<file path="config.mk">
export PLATFORM = sky130hd
export DESIGN_NAME = fieldcrc_inserter
export DESIGN_NICKNAME = d
export VERILOG_FILES = /design/src/rtl/fieldcrc_pkg.sv /design/src/rtl/fieldcrc_timing.sv /design/src/rtl/fieldcrc_acc.sv /design/src/rtl/fieldcrc_mux.sv /design/src/rtl/fieldcrc_inserter.sv
export SDC_FILE = /design/constraint.sdc
export NUM_CORES = 1
export LEC_CHECK = 0
export BUFFER_PORTS_ARGS = -buffer_cell sky130_fd_sc_hd__buf_2
export CELL_PAD_IN_SITES_DETAIL_PLACEMENT = 1
export CELL_PAD_IN_SITES_GLOBAL_PLACEMENT = 2
export CORE_ASPECT_RATIO = 0.8
export CORE_UTILIZATION = 25
export DETAILED_ROUTE_END_ITERATION = 8
export PLACE_DENSITY = 0.69
export SLEW_MARGIN = 25
export SYNTH_ARGS = -nofsm -noshare
export SYNTH_HDL_FRONTEND = slang
export SYNTH_SLANG_ARGS = --single-unit
</file>
<file path="constraint.sdc">
create_clock -name clk -period 5.9 [get_ports clk]
set_input_delay 0.59 -clock clk [delete_from_list [all_inputs] [get_ports clk]]
set_output_delay 0.59 -clock clk [all_outputs]
set_load 0.02 [all_outputs]
</file>
<file path="src/rtl/fieldcrc_pkg.sv">
package fieldcrc_pkg;

   localparam int unsigned CRC_W = 16;
   localparam logic [CRC_W-1:0] CRC_POLY = 16'h1041;
   localparam int unsigned PKT_LEN = 7;
   localparam int unsigned SLOT_W = 3;

   typedef struct packed {
      logic             valid;
      logic [CRC_W-1:0] crc;
   } held_t;

   // Fold nb bits of d into c, least significant bit first.
   function automatic logic [CRC_W-1:0] crc_fold(input logic [CRC_W-1:0] c,
                                                 input logic [31:0] d,
                                                 input int nb);
      logic [CRC_W-1:0] r;
      logic fb;
      r = c;
      for (int i = 0; i < 32; i++) begin
         if (i < nb) begin
            fb = r[CRC_W-1] ^ d[i];
            r  = {r[CRC_W-2:0], 1'b0} ^ (fb ? CRC_POLY : '0);
         end
      end
      return r;
   endfunction

   // Parity-protected 10-bit form of an 8-bit payload.
   function automatic logic [9:0] seal(input logic [7:0] p);
      return {~(^p), ^p, p};
   endfunction

   // Payload of one of the three words that carry a held sum.
   function automatic logic [7:0] chunk(input held_t h, input logic [1:0] part);
      logic [7:0] r;
      case (part)
         2'd0:    r = {h.crc[5:0], 2'b00};
         2'd1:    r = {h.crc[11:6], 2'b00};
         default: r = {h.valid, 1'b0, h.crc[15:12], 2'b00};
      endcase
      return r;
   endfunction

endpackage

</file>
<file path="src/rtl/fieldcrc_timing.sv">
module fieldcrc_timing
   import fieldcrc_pkg::*;
#(
   parameter int unsigned HPOS_W   = 12,
   parameter int unsigned LINE_W   = 11,
   parameter int unsigned PKT_OFS  = 2,
   parameter int unsigned PKT_LINE = 2
) (
   input  logic              clk,
   input  logic              rst,
   input  logic              sav_in,
   input  logic              eav_in,
   input  logic              fld_in,
   input  logic              v_in,
   output logic              is_trs,
   output logic              in_act,
   output logic              hole,
   output logic [SLOT_W-1:0] slot
);

   if (HPOS_W < SLOT_W || PKT_OFS + PKT_LEN >= (1 << HPOS_W)) begin : g_bad_hpos
      $error("fieldcrc_timing: packet does not fit the position counter");
   end
   if (PKT_LINE >= (1 << LINE_W)) begin : g_bad_line
      $error("fieldcrc_timing: packet line beyond line counter");
   end

   logic [1:0]        trs_left_q;
   logic              sav_kind_q;
   logic              act_q;
   logic [HPOS_W-1:0] hpos_q;
   logic [HPOS_W-1:0] rel;
   logic [LINE_W-1:0] line_q;
   logic              tail;
   logic              pkt_line;

   always_comb begin
      is_trs   = sav_in | eav_in | (trs_left_q != 2'd0);
      tail     = (trs_left_q == 2'd1);
      in_act   = act_q & ~is_trs & ~v_in;
      pkt_line = (line_q == LINE_W'(PKT_LINE));
      rel      = hpos_q - HPOS_W'(PKT_OFS);
      hole     = pkt_line & ~act_q & ~is_trs &
                 (hpos_q >= HPOS_W'(PKT_OFS)) & (rel < HPOS_W'(PKT_LEN));
      slot     = rel[SLOT_W-1:0];
   end

   always_ff @(posedge clk) begin
      if (rst) begin
         trs_left_q <= 2'd0;
         sav_kind_q <= 1'b0;
         act_q      <= 1'b0;
         hpos_q     <= '1;
         line_q     <= '0;
      end else begin
         if (sav_in | eav_in) begin
            trs_left_q <= 2'd3;
            sav_kind_q <= sav_in;
         end else if (trs_left_q != 2'd0) begin
            trs_left_q <= trs_left_q - 2'd1;
         end
         if (eav_in)
            act_q <= 1'b0;
         else if (tail && sav_kind_q)
            act_q <= 1'b1;
         if (tail && !sav_kind_q)
            hpos_q <= '0;
         else if (hpos_q != '1)
            hpos_q <= hpos_q + 1'b1;
         if (fld_in)
            line_q <= '0;
         else if (eav_in)
            line_q <= line_q + 1'b1;
      end
   end

   p_eav_ends_act_r3 : assert property (@(posedge clk) disable iff (rst)
      eav_in |=> !act_q);
   p_trs_span_r4 : assert property (@(posedge clk) disable iff (rst)
      (sav_in || eav_in) |=> is_trs);

endmodule

</file>
<file path="src/rtl/fieldcrc_acc.sv">
module fieldcrc_acc
   import fieldcrc_pkg::*;
#(
   parameter int unsigned DW = 10
) (
   input  logic          clk,
   input  logic          rst,
   input  logic          flush,
   input  logic          restart,
   input  logic          take,
   input  logic [DW-1:0] data,
   output held_t         held
);

   logic [CRC_W-1:0] run_q;
   logic [CRC_W-1:0] base;
   logic [CRC_W-1:0] nxt;
   logic             seen_q;

   always_comb begin
      base = restart ? '0 : run_q;
      nxt  = take ? crc_fold(base, 32'(data), int'(DW)) : base;
   end

   always_ff @(posedge clk) begin
      if (rst) begin
         run_q  <= '0;
         seen_q <= 1'b0;
         held   <= '0;
      end else if (flush) begin
         run_q  <= '0;
         seen_q <= 1'b0;
      end else begin
         run_q <= nxt;
         if (restart) begin
            held.crc   <= run_q;
            held.valid <= seen_q;
            seen_q     <= 1'b1;
         end
      end
   end

   p_flush_clears_r10 : assert property (@(posedge clk) disable iff (rst)
      flush |=> (run_q == '0 && !seen_q));
   p_held_stable_r5 : assert property (@(posedge clk) disable iff (rst)
      !restart |=> $stable(held));

endmodule

</file>
<file path="src/rtl/fieldcrc_mux.sv">
module fieldcrc_mux
   import fieldcrc_pkg::*;
#(
   parameter int unsigned DW = 10
) (
   input  logic [DW-1:0]     din,
   input  logic              en_n,
   input  logic              force_ins,
   input  logic              hole,
   input  logic [SLOT_W-1:0] slot,
   input  held_t             held_act,
   input  held_t             held_full,
   output logic [DW-1:0]     dout,
   output logic              hit
);

   held_t      sel;
   logic [1:0] part;
   logic [7:0] pay;

   always_comb begin
      hit = ~en_n & hole & (force_ins | (din[7:0] == 8'h00));
      if (slot < SLOT_W'(3)) begin
         sel  = held_act;
         part = slot[1:0];
      end else begin
         sel  = held_full;
         part = 2'(slot - SLOT_W'(3));
      end
      pay  = (slot == SLOT_W'(PKT_LEN - 1)) ? 8'h00 : chunk(sel, part);
      dout = hit ? DW'(seal(pay)) : din;
   end

endmodule

</file>
<file path="src/rtl/fieldcrc_inserter.sv">
module fieldcrc_inserter
   import fieldcrc_pkg::*;
#(
   parameter int unsigned DW       = 10,
   parameter int unsigned HPOS_W   = 12,
   parameter int unsigned LINE_W   = 11,
   parameter int unsigned PKT_OFS  = 2,
   parameter int unsigned PKT_LINE = 2,
   parameter bit          OUT_REG  = 1'b1
) (
   input  logic          clk,
   input  logic          rst,
   input  logic          chk_en_n,
   input  logic          chk_force,
   input  logic          flush,
   input  logic          fld_strb,
   input  logic          sav_in,
   input  logic          eav_in,
   input  logic          v_in,
   input  logic [DW-1:0] din,
   output logic [DW-1:0] dout
);

   if (DW < 10 || DW > 32) begin : g_bad_dw
      $error("fieldcrc_inserter: DW must lie in 10..32");
   end

   localparam int unsigned N_SUM = 2;   // index 0 active picture, 1 full field

   logic              tm_trs;
   logic              tm_act;
   logic              tm_hole;
   logic [SLOT_W-1:0] tm_slot;
   logic [N_SUM-1:0]  take_v;
   held_t             held_v [N_SUM];
   logic [DW-1:0]     mux_out;
   logic              mux_hit;

   fieldcrc_timing #(
      .HPOS_W(HPOS_W), .LINE_W(LINE_W), .PKT_OFS(PKT_OFS), .PKT_LINE(PKT_LINE)
   ) timing_i (
      .clk(clk), .rst(rst), .sav_in(sav_in), .eav_in(eav_in), .fld_in(fld_strb),
      .v_in(v_in), .is_trs(tm_trs), .in_act(tm_act), .hole(tm_hole), .slot(tm_slot)
   );

   assign take_v[0] = tm_act;
   assign take_v[1] = ~tm_trs & ~tm_hole;

   for (genvar k = 0; k < N_SUM; k++) begin : g_sum
      fieldcrc_acc #(.DW(DW)) acc_i (
         .clk(clk), .rst(rst), .flush(flush), .restart(fld_strb),
         .take(take_v[k]), .data(din), .held(held_v[k])
      );
   end

   fieldcrc_mux #(.DW(DW)) mux_i (
      .din(din), .en_n(chk_en_n), .force_ins(chk_force), .hole(tm_hole),
      .slot(tm_slot), .held_act(held_v[0]), .held_full(held_v[1]),
      .dout(mux_out), .hit(mux_hit)
   );

   if (OUT_REG) begin : g_reg
      always_ff @(posedge clk) begin
         if (rst) dout <= '0;
         else     dout <= mux_out;
      end

      p_bypass_r1 : assert property (@(posedge clk) disable iff (rst)
         (!$past(rst) && $past(chk_en_n)) |-> dout == $past(din));
      p_seal_r6 : assert property (@(posedge clk) disable iff (rst)
         (!$past(rst) && $past(mux_hit)) |-> (dout[8] == ^dout[7:0] && dout[9] != dout[8]));
      p_keep_r7 : assert property (@(posedge clk) disable iff (rst)
         (!$past(rst) && $past(tm_hole && !chk_force && din[7:0] != 8'h00))
         |-> dout == $past(din));
   end else begin : g_comb
      assign dout = mux_out;
   end

endmodule

</file>
Yosys cells after proc, flatten, opt, wreduce, memory -nomap -nowiden
Cells that the tools add are included.
{ "totals": {"register_bits": 103, "output_inout_bits": 10} }
{ "classes": {"add_sub_neg": 5, "magnitude_cmp": 3, "n_eq_ne": 5, "muxes": 33, "bitwise": 59, "reduce_logical": 13} }
{ "op_table": {"columns": ["operator", "n"], "rows": [
  ["$xor A16 B16 Y16", 20],
  ["$mux W13", 20],
  ["$mux W16", 5],
  ["$mux W12", 2],
  ["$xor A1 B1 Y1", 20],
  ["$pmux W8 S2", 1],
  ["$add A12 B1 Y12 const B", 1],
  ["$ge A12 B2 Y1 const B", 1],
  ["$lt A12 B3 Y1 const B", 1],
  ["$ne A12 B12 Y1 const B", 1],
  ["$sub A12 B2 Y12 const B", 1],
  ["$add A11 B1 Y11 const B", 1],
  ["$eq A11 B2 Y1 const B", 1],
  ["$mux W10", 1],
  ["$and A1 B1 Y1", 9],
  ["$logic_not A8 Y1", 1],
  ["$mux W8", 1],
  ["$reduce_xor A8 Y1", 1],
  ["$not A1 Y1", 7],
  ["$mux W2", 3],
  ["$reduce_bool A2 Y1", 3],
  ["$reduce_or A2 Y1", 3],
  ["$eq A2 B1 Y1 const B", 2],
  ["$eq A3 B3 Y1 const B", 1],
  ["8 further kinds", 11]
]} }

Logic depth before layout (Yosys ltp)
{ "logic_depth": {"word_depth": 32, "depth_mapped": 13} }

Hierarchy
From an unflattened synthesis, not the netlist that was laid out.
{ "unflattened": {"cells_unflattened": 766, "area_unflattened_um2": 6268.5} }
{ "by_module_without_submodules": {"columns": ["module", "n_inst", "cells_per_inst", "area_per_inst_um2", "seq_area_each_um2"], "rows": [
  ["fieldcrc_acc", 2, 246, 1965.6, 680.7],
  ["fieldcrc_timing", 1, 174, 1497.7, 540.5],
  ["fieldcrc_mux", 1, 79, 573.0, 0.0],
  ["fieldcrc_inserter", 1, 21, 266.5, 200.2]
]} }

Least setup slack after synthesis
OpenSTA, ideal clock, no wires.
{ "synth_timing": {"kind": "register to register", "from": "register timing_i.hpos_q[1]", "to": "register dout[8]", "setup_time_ns": 0.122, "arrival_ns": 2.951, "required_ns": 5.778, "setup_slack_ns": 2.827, "stages_incl_launch_ff": 12, "cell_sequence": "dfxtp_1 -> buf_4 -> inv_1 -> ha_1 -> buf_6 -> a21boi_4 -> mux2_1 -> a222oi_1 -> xor2_1 -> xnor3_1 -> and4b_1 -> a311o_1"} }
{ "synth_between": {"elab_chain_len": 8} }
{ "synth_rtl": {"columns": ["element", "line", "rtl"], "rows": [
  ["from (decl)", "fieldcrc_timing.sv:31", "logic [HPOS_W-1:0] hpos_q;"],
  ["from (signal assigned)", "fieldcrc_timing.sv:69", "hpos_q <= hpos_q + 1'b1;"],
  ["$sub A12 B2 Y12", "fieldcrc_timing.sv:42", "rel = hpos_q - HPOS_W'(PKT_OFS);"],
  ["$lt A3 B2 Y1 / $sub A2 B2 Y2 (equally long branches)", "fieldcrc_mux.sv:23, fieldcrc_mux.sv:28", null],
  ["$mux W2", "fieldcrc_mux.sv:23", "if (slot < SLOT_W'(3)) begin"],
  ["$eq A2 B1 Y1 / $logic_not A2 Y1 (equally long branches)", "fieldcrc_pkg.sv:37", "case (part)"],
  ["$pmux W8 S2", "fieldcrc_pkg.sv:37", null],
  ["$mux W8", "fieldcrc_mux.sv:30", "pay = (slot == SLOT_W'(PKT_LEN - 1)) ? 8'h00 : chunk(sel, part);"],
  ["$reduce_xor A8 Y1", "fieldcrc_pkg.sv:31", "return {~(^p), ^p, p};"],
  ["$mux W10 (*)", "fieldcrc_mux.sv:31", "dout = hit ? DW'(seal(pay)) : din;"],
  ["to (signal assigned)", "fieldcrc_inserter.sv:65", "else dout <= mux_out;"],
  ["to (decl)", "fieldcrc_inserter.sv:21", "output logic [DW-1:0] dout"]
]} }
Every way passes the cells marked *; elsewhere a longest branch is shown, timed or not.
A chain may end at the register's enable or synchronous reset.

Worst setup path in the final report
Same ends and word-level chain as after synthesis.

==> report_table.html <==
<table>
<tr><th>Metric</th><th>Value</th></tr>
<tr><th colspan="2">Detailed routing</th></tr>
<tr><td>Via density per instance</td><td>4.89</td></tr>
<tr><td>Total Routed Length</td><td>16.2 mm</td></tr>
<tr><td>Detailed router's first-iteration violation count</td><td>215</td></tr>
<tr><td>ANT nets after route</td><td>0</td></tr>
<tr><td>Average detailed-routed wire length per instance</td><td>17.0 µm</td></tr>
<tr><td>Total via count after detailed routing</td><td>4633</td></tr>
<tr><td>First-pass iteration count of the detailed router</td><td>4</td></tr>
<tr><td>DR DRC count</td><td>0</td></tr>
<tr><th colspan="2">Floorplan</th></tr>
<tr><td>Area of the core</td><td>0.0209 mm²</td></tr>
<tr><td>Chip Width</td><td>166 µm</td></tr>
<tr><td>Initial cell density of the core</td><td>25.8%</td></tr>
<tr><td>Std-Cell Rows</td><td>47</td></tr>
<tr><td>Area of the die</td><td>0.0221 mm²</td></tr>
<tr><td>I/O Pins</td><td>29</td></tr>
<tr><td>Die boundary height</td><td>133 µm</td></tr>
<tr><th colspan="2">STA</th></tr>
<tr><td>Final critical path time including I/O delays and setup</td><td>3.80 ns</td></tr>
<tr><td>Share of the cycle needed by the critical path after routing</td><td>64.4%</td></tr>
<tr><td>Number of endpoints failing setup at the final stage</td><td>0</td></tr>
<tr><td>Unrepaired setup endpoints after global routing</td><td>false</td></tr>
<tr><td>Final max-slew violation count</td><td>0</td></tr>
<tr><td>Setup tns final</td><td>0 ns</td></tr>
<tr><td>Slew of the pin with the lowest slew margin</td><td>0.973 ns</td></tr>
<tr><td>Top achievable clock speed</td><td>0.263 GHz</td></tr>
<tr><td>Maximum clock skew at final layout</td><td>0.00557 ns</td></tr>
<tr><td>Final hold violation count</td><td>0</td></tr>
<tr><td>Max transition margin</td><td>34.8%</td></tr>
<tr><th colspan="2">Power</th></tr>
<tr><td>Leakage component of the power</td><td>2.19 nW</td></tr>
<tr><td>Sw power</td><td>570 µW</td></tr>
<tr><td>Peak ir drop on the vdd network</td><td>0.157 mV</td></tr>
<tr><td>Clock group share of total power</td><td>35.4%</td></tr>
<tr><td>Switching portion of total power</td><td>30.6%</td></tr>
<tr><td>Part of the total power dissipated in combinational logic</td><td>23.1%</td></tr>
<tr><td>Sequential share of power</td><td>41.5%</td></tr>
<tr><td>Total power</td><td>1.86 mW</td></tr>
<tr><td>PD cells</td><td>308 mW/mm²</td></tr>
<tr><td>Internal power contribution</td><td>1.29 mW</td></tr>
<tr><th colspan="2">Yosys</th></tr>
<tr><td>Total number of yosys warnings</td><td>0</td></tr>
<tr><td>Portion of synthesized cell area occupied by the leading cell type</td><td>38.3%</td></tr>
<tr><td>Sequential share of the synthesized area</td><td>38.3%</td></tr>
<tr><td>Yosys reg bits</td><td>103</td></tr>
<tr><td>Average size of a mapped cell</td><td>8.01 µm²</td></tr>
<tr><td>Async set-reset flop share out of synthesis</td><td>0%</td></tr>
<tr><td>Post-synth EDFFs</td><td>0</td></tr>
<tr><td>Synthesized netlist cell count</td><td>672</td></tr>
<tr><td>Cell with the most instances after synthesis</td><td>nand2_1</td></tr>
<tr><td>Dominant register cell in the synthesized netlist</td><td>dfxtp_1</td></tr>
<tr><td>Post-synthesis instance area</td><td>0.00538 mm²</td></tr>
<tr><td>Synth unique cells</td><td>62</td></tr>
<tr><td>Yosys top cell by area</td><td>dfxtp_1</td></tr>
<tr><td>Most used standard cells in the synthesized netlist</td><td>117 x nand2_1, 103 x dfxtp_1, 79 x a21oi_1</td></tr>
<tr><td>Synth Net Count</td><td>701</td></tr>
<tr><td>Cells taking the most area after synthesis</td><td>dfxtp_1 38%, nand2_1 8.2%, a21oi_1 7.3%, xnor2_1 6.2%, nor2_1 4.8%</td></tr>
<tr><th colspan="2">Global route</th></tr>
<tr><td>Largest net degree at the start of global routing</td><td>49</td></tr>
<tr><td>Met3 Resource Use GR</td><td>3.24%</td></tr>
<tr><td>Via count of the first global-routing pass</td><td>4778</td></tr>
<tr><td>Leftover overflow at the end of global routing</td><td>0</td></tr>
<tr><td>Layer carrying the most global-route usage</td><td>met2</td></tr>
<tr><td>GRT Util Overall</td><td>15.2%</td></tr>
<tr><td>Global-route wire length before repair</td><td>26.0 mm</td></tr>
<tr><td>Global-route met1 utilization</td><td>20.9%</td></tr>
<tr><td>Initial antenna violation count</td><td>0</td></tr>
<tr><td>Met2 Track Usage GR</td><td>24.1%</td></tr>
<tr><th colspan="2">Placement</th></tr>
<tr><td>GPL Wtd Cong</td><td>0.839</td></tr>
<tr><td>DP HPWL</td><td>12.0 mm</td></tr>
<tr><td>Buffers added on ports</td><td>28</td></tr>
<tr><td>DP Cell Count</td><td>934</td></tr>
<tr><th colspan="2">Clock network</th></tr>
<tr><td>Largest buffer count on any clock path</td><td>2</td></tr>
<tr><td>Clock latency on the worst-skew pair</td><td>0.35 ns</td></tr>
<tr><td>Post-cts hold buffer count</td><td>0</td></tr>
<tr><td>Cell chosen for the clock root</td><td>clkbuf_16</td></tr>
<tr><td>Inserted Clock Buffers</td><td>9</td></tr>
<tr><td>Clock transition at the register clock pins on the worst setup and hold paths after CTS</td><td>0.07 ns</td></tr>
<tr><td>CTS tree</td><td>yes</td></tr>
<tr><td>Post-CTS repair timing setup buffer count</td><td>0</td></tr>
<tr><td>Count of clock tree sinks</td><td>103</td></tr>
<tr><td>PostCTS Resize Cnt</td><td>0</td></tr>
<tr><td>Max H-tree Level</td><td>3</td></tr>
<tr><th colspan="2">Critical path</th></tr>
<tr><td>Highest-delay cell along the critical path</td><td>dfxtp_1</td></tr>
<tr><td>Critical Path Start</td><td>timing_i.hpos_q[1]</td></tr>
<tr><td>Capturing point of the worst reg2reg path</td><td>dout[8]</td></tr>
<tr><td>Worst Path Required</td><td>6.15 ns</td></tr>
<tr><td>Worst Reg2Reg Path Length in Cells</td><td>9</td></tr>
<tr><td>Type of origin of the critical path</td><td>flip-flop</td></tr>
<tr><td>Slowest stage delay, CP</td><td>0.62 ns</td></tr>
<tr><td>Source of the worst register-to-register timing path</td><td>timing_i.hpos_q[1]</td></tr>
<tr><td>Cell chain of the critical path</td><td>inv_1 &gt; ha_1 &gt; a21boi_4 &gt; mux2_1 &gt; a222oi_1 &gt; xor2_1 &gt; xnor3_1 &gt; and4b_1 &gt; a311o_1</td></tr>
<tr><td>Maximum net fanout on the critical path</td><td>15</td></tr>
<tr><td>Arrival @ worst endpoint</td><td>4.04 ns</td></tr>
<tr><td>Critical Path End Type</td><td>flip-flop</td></tr>
<tr><td>Critical Setup Path Class</td><td>flip-flop to flip-flop</td></tr>
<tr><td>Setup slack of the worst register-to-register path</td><td>2.10 ns</td></tr>
<tr><th colspan="2">Run status</th></tr>
<tr><td>Status</td><td>complete, no violations</td></tr>
<tr><th colspan="2">Finish</th></tr>
<tr><td>Number of cells in the finished layout apart from fillers</td><td>948</td></tr>
<tr><td>Count of nets after finishing</td><td>705</td></tr>
<tr><td>Area overhead of the layout relative to synthesis</td><td>12.3%</td></tr>
<tr><td>Final Util</td><td>29.0%</td></tr>
<tr><td>Ratio of cells with drive above 1 in the final layout</td><td>8.39%</td></tr>
<tr><td>Total of fill cells in the finished design</td><td>2469</td></tr>
<tr><td>Antenna diode count</td><td>0</td></tr>
<tr><th colspan="2">Worst hold path</th></tr>
<tr><td>Endpoint, Worst Hold</td><td>g_sum[0].acc_i.held[16]</td></tr>
<tr><td>Hold Path Stages</td><td>2</td></tr>
<tr><td>Path class of the lowest-slack min-delay path</td><td>flip-flop to flip-flop</td></tr>
<tr><td>Source of the worst hold timing path</td><td>g_sum[1].acc_i.seen_q</td></tr>
<tr><th colspan="2">Flow run</th></tr>
<tr><td>Max-cap violations</td><td>0</td></tr>
</table>
-- cells in the final DEF (no fill, tap or decap), drive strengths merged, types with 18 or more instances in the layout --
cell type	synthesis	final
nand2	117	117
dfxtp	103	103
a21oi	79	79
nor2	69	69
xnor2	38	38
buf	8	34
o21ai	25	25
xor2	21	21
nand3	19	19
inv	18	18
-- layout make-up --
type	instances	area, µm²	area share [%]
Clock inverter	3	67.6	1.12
Clock buffer	11	253	4.18
Tap cell	269	337	5.57
Sequential cell	103	2060	34.1
Multi-Input combinational cell	510	3070	50.8
Timing Repair Buffer	34	185	3.06
Inverter	18	67.6	1.12
-- through the flow --
stage                     instance area [µm²]  hold slack (ns)  setup WS (ns)
after floorplan                          5380            0.427           2.83
after global placement                   5720            0.448           2.23
after detailed placement                 5720            0.455           2.12
after CTS                                6040            0.458           2.13
after global routing                     6040            0.471           1.92
final                                    6040            0.461           2.10
-- kinds of logic after synthesis --
group | share of synthesized area (%)
AND/OR/NAND/NOR | 23.4
adder cells (fa/ha/maj) | 2.32
multiplexers | 3.28
XOR/XNOR | 12.5
AO/OA/AOI/OAI | 15.5
flip-flops | 38.3
buffers and inverters | 4.65
-- flip-flops by register name (all words and copies together) (netlist names) --
name and flops:
timing_i.hpos_q 12, timing_i.act_q 1, g_sum.acc_i.held 33, timing_i.line_q 11, g_sum.acc_i.run_q 32, g_sum.acc_i.seen_q 1, timing_i.trs_left_q 2, timing_i.sav_kind_q 1
dout 10
-- worst max-delay path by stage --
stage          cells past startpoint  slack (ns)  endpoint
2_1_floorplan                     11        2.83   dout[8]
3_5_place_dp                       9        2.12   dout[8]
3_3_place_gp                       9        2.23   dout[8]
4_1_cts                            9        2.13   dout[8]
6_report                           9        2.10   dout[8]
5_1_grt                            9        1.92   dout[8]
-- layer usage --
layer,part of all wire (%),vias up
met4,0.92,0
li1,-,2274
met1,50,2300
met5,0,-
met2,45,47
met3,3.8,12
-- worst max-delay path: cells and delay by family (launching register included) --
kind                     cells  cell delay (ns)
XOR/XNOR                     2             0.47
multiplexers                 1             0.38
AO/OA/AOI/OAI                3             1.29
AND/OR/NAND/NOR              1             0.23
flip-flops                   1             0.62
adder cells (fa/ha/maj)      1             0.50
buffers and inverters        1             0.19
-- power groups by stage --
stage          sequential, mW  clock [mW]  combinational (mW)
2_1_floorplan           0.769           0               0.361
3_3_place_gp            0.788           0               0.416
3_5_place_dp            0.789           0               0.430
4_1_cts                 0.774       0.681               0.432
5_1_grt                 0.779       0.707               0.473
6_report                0.774       0.660               0.430
Note: power is estimated with default switching activity, not from simulation.
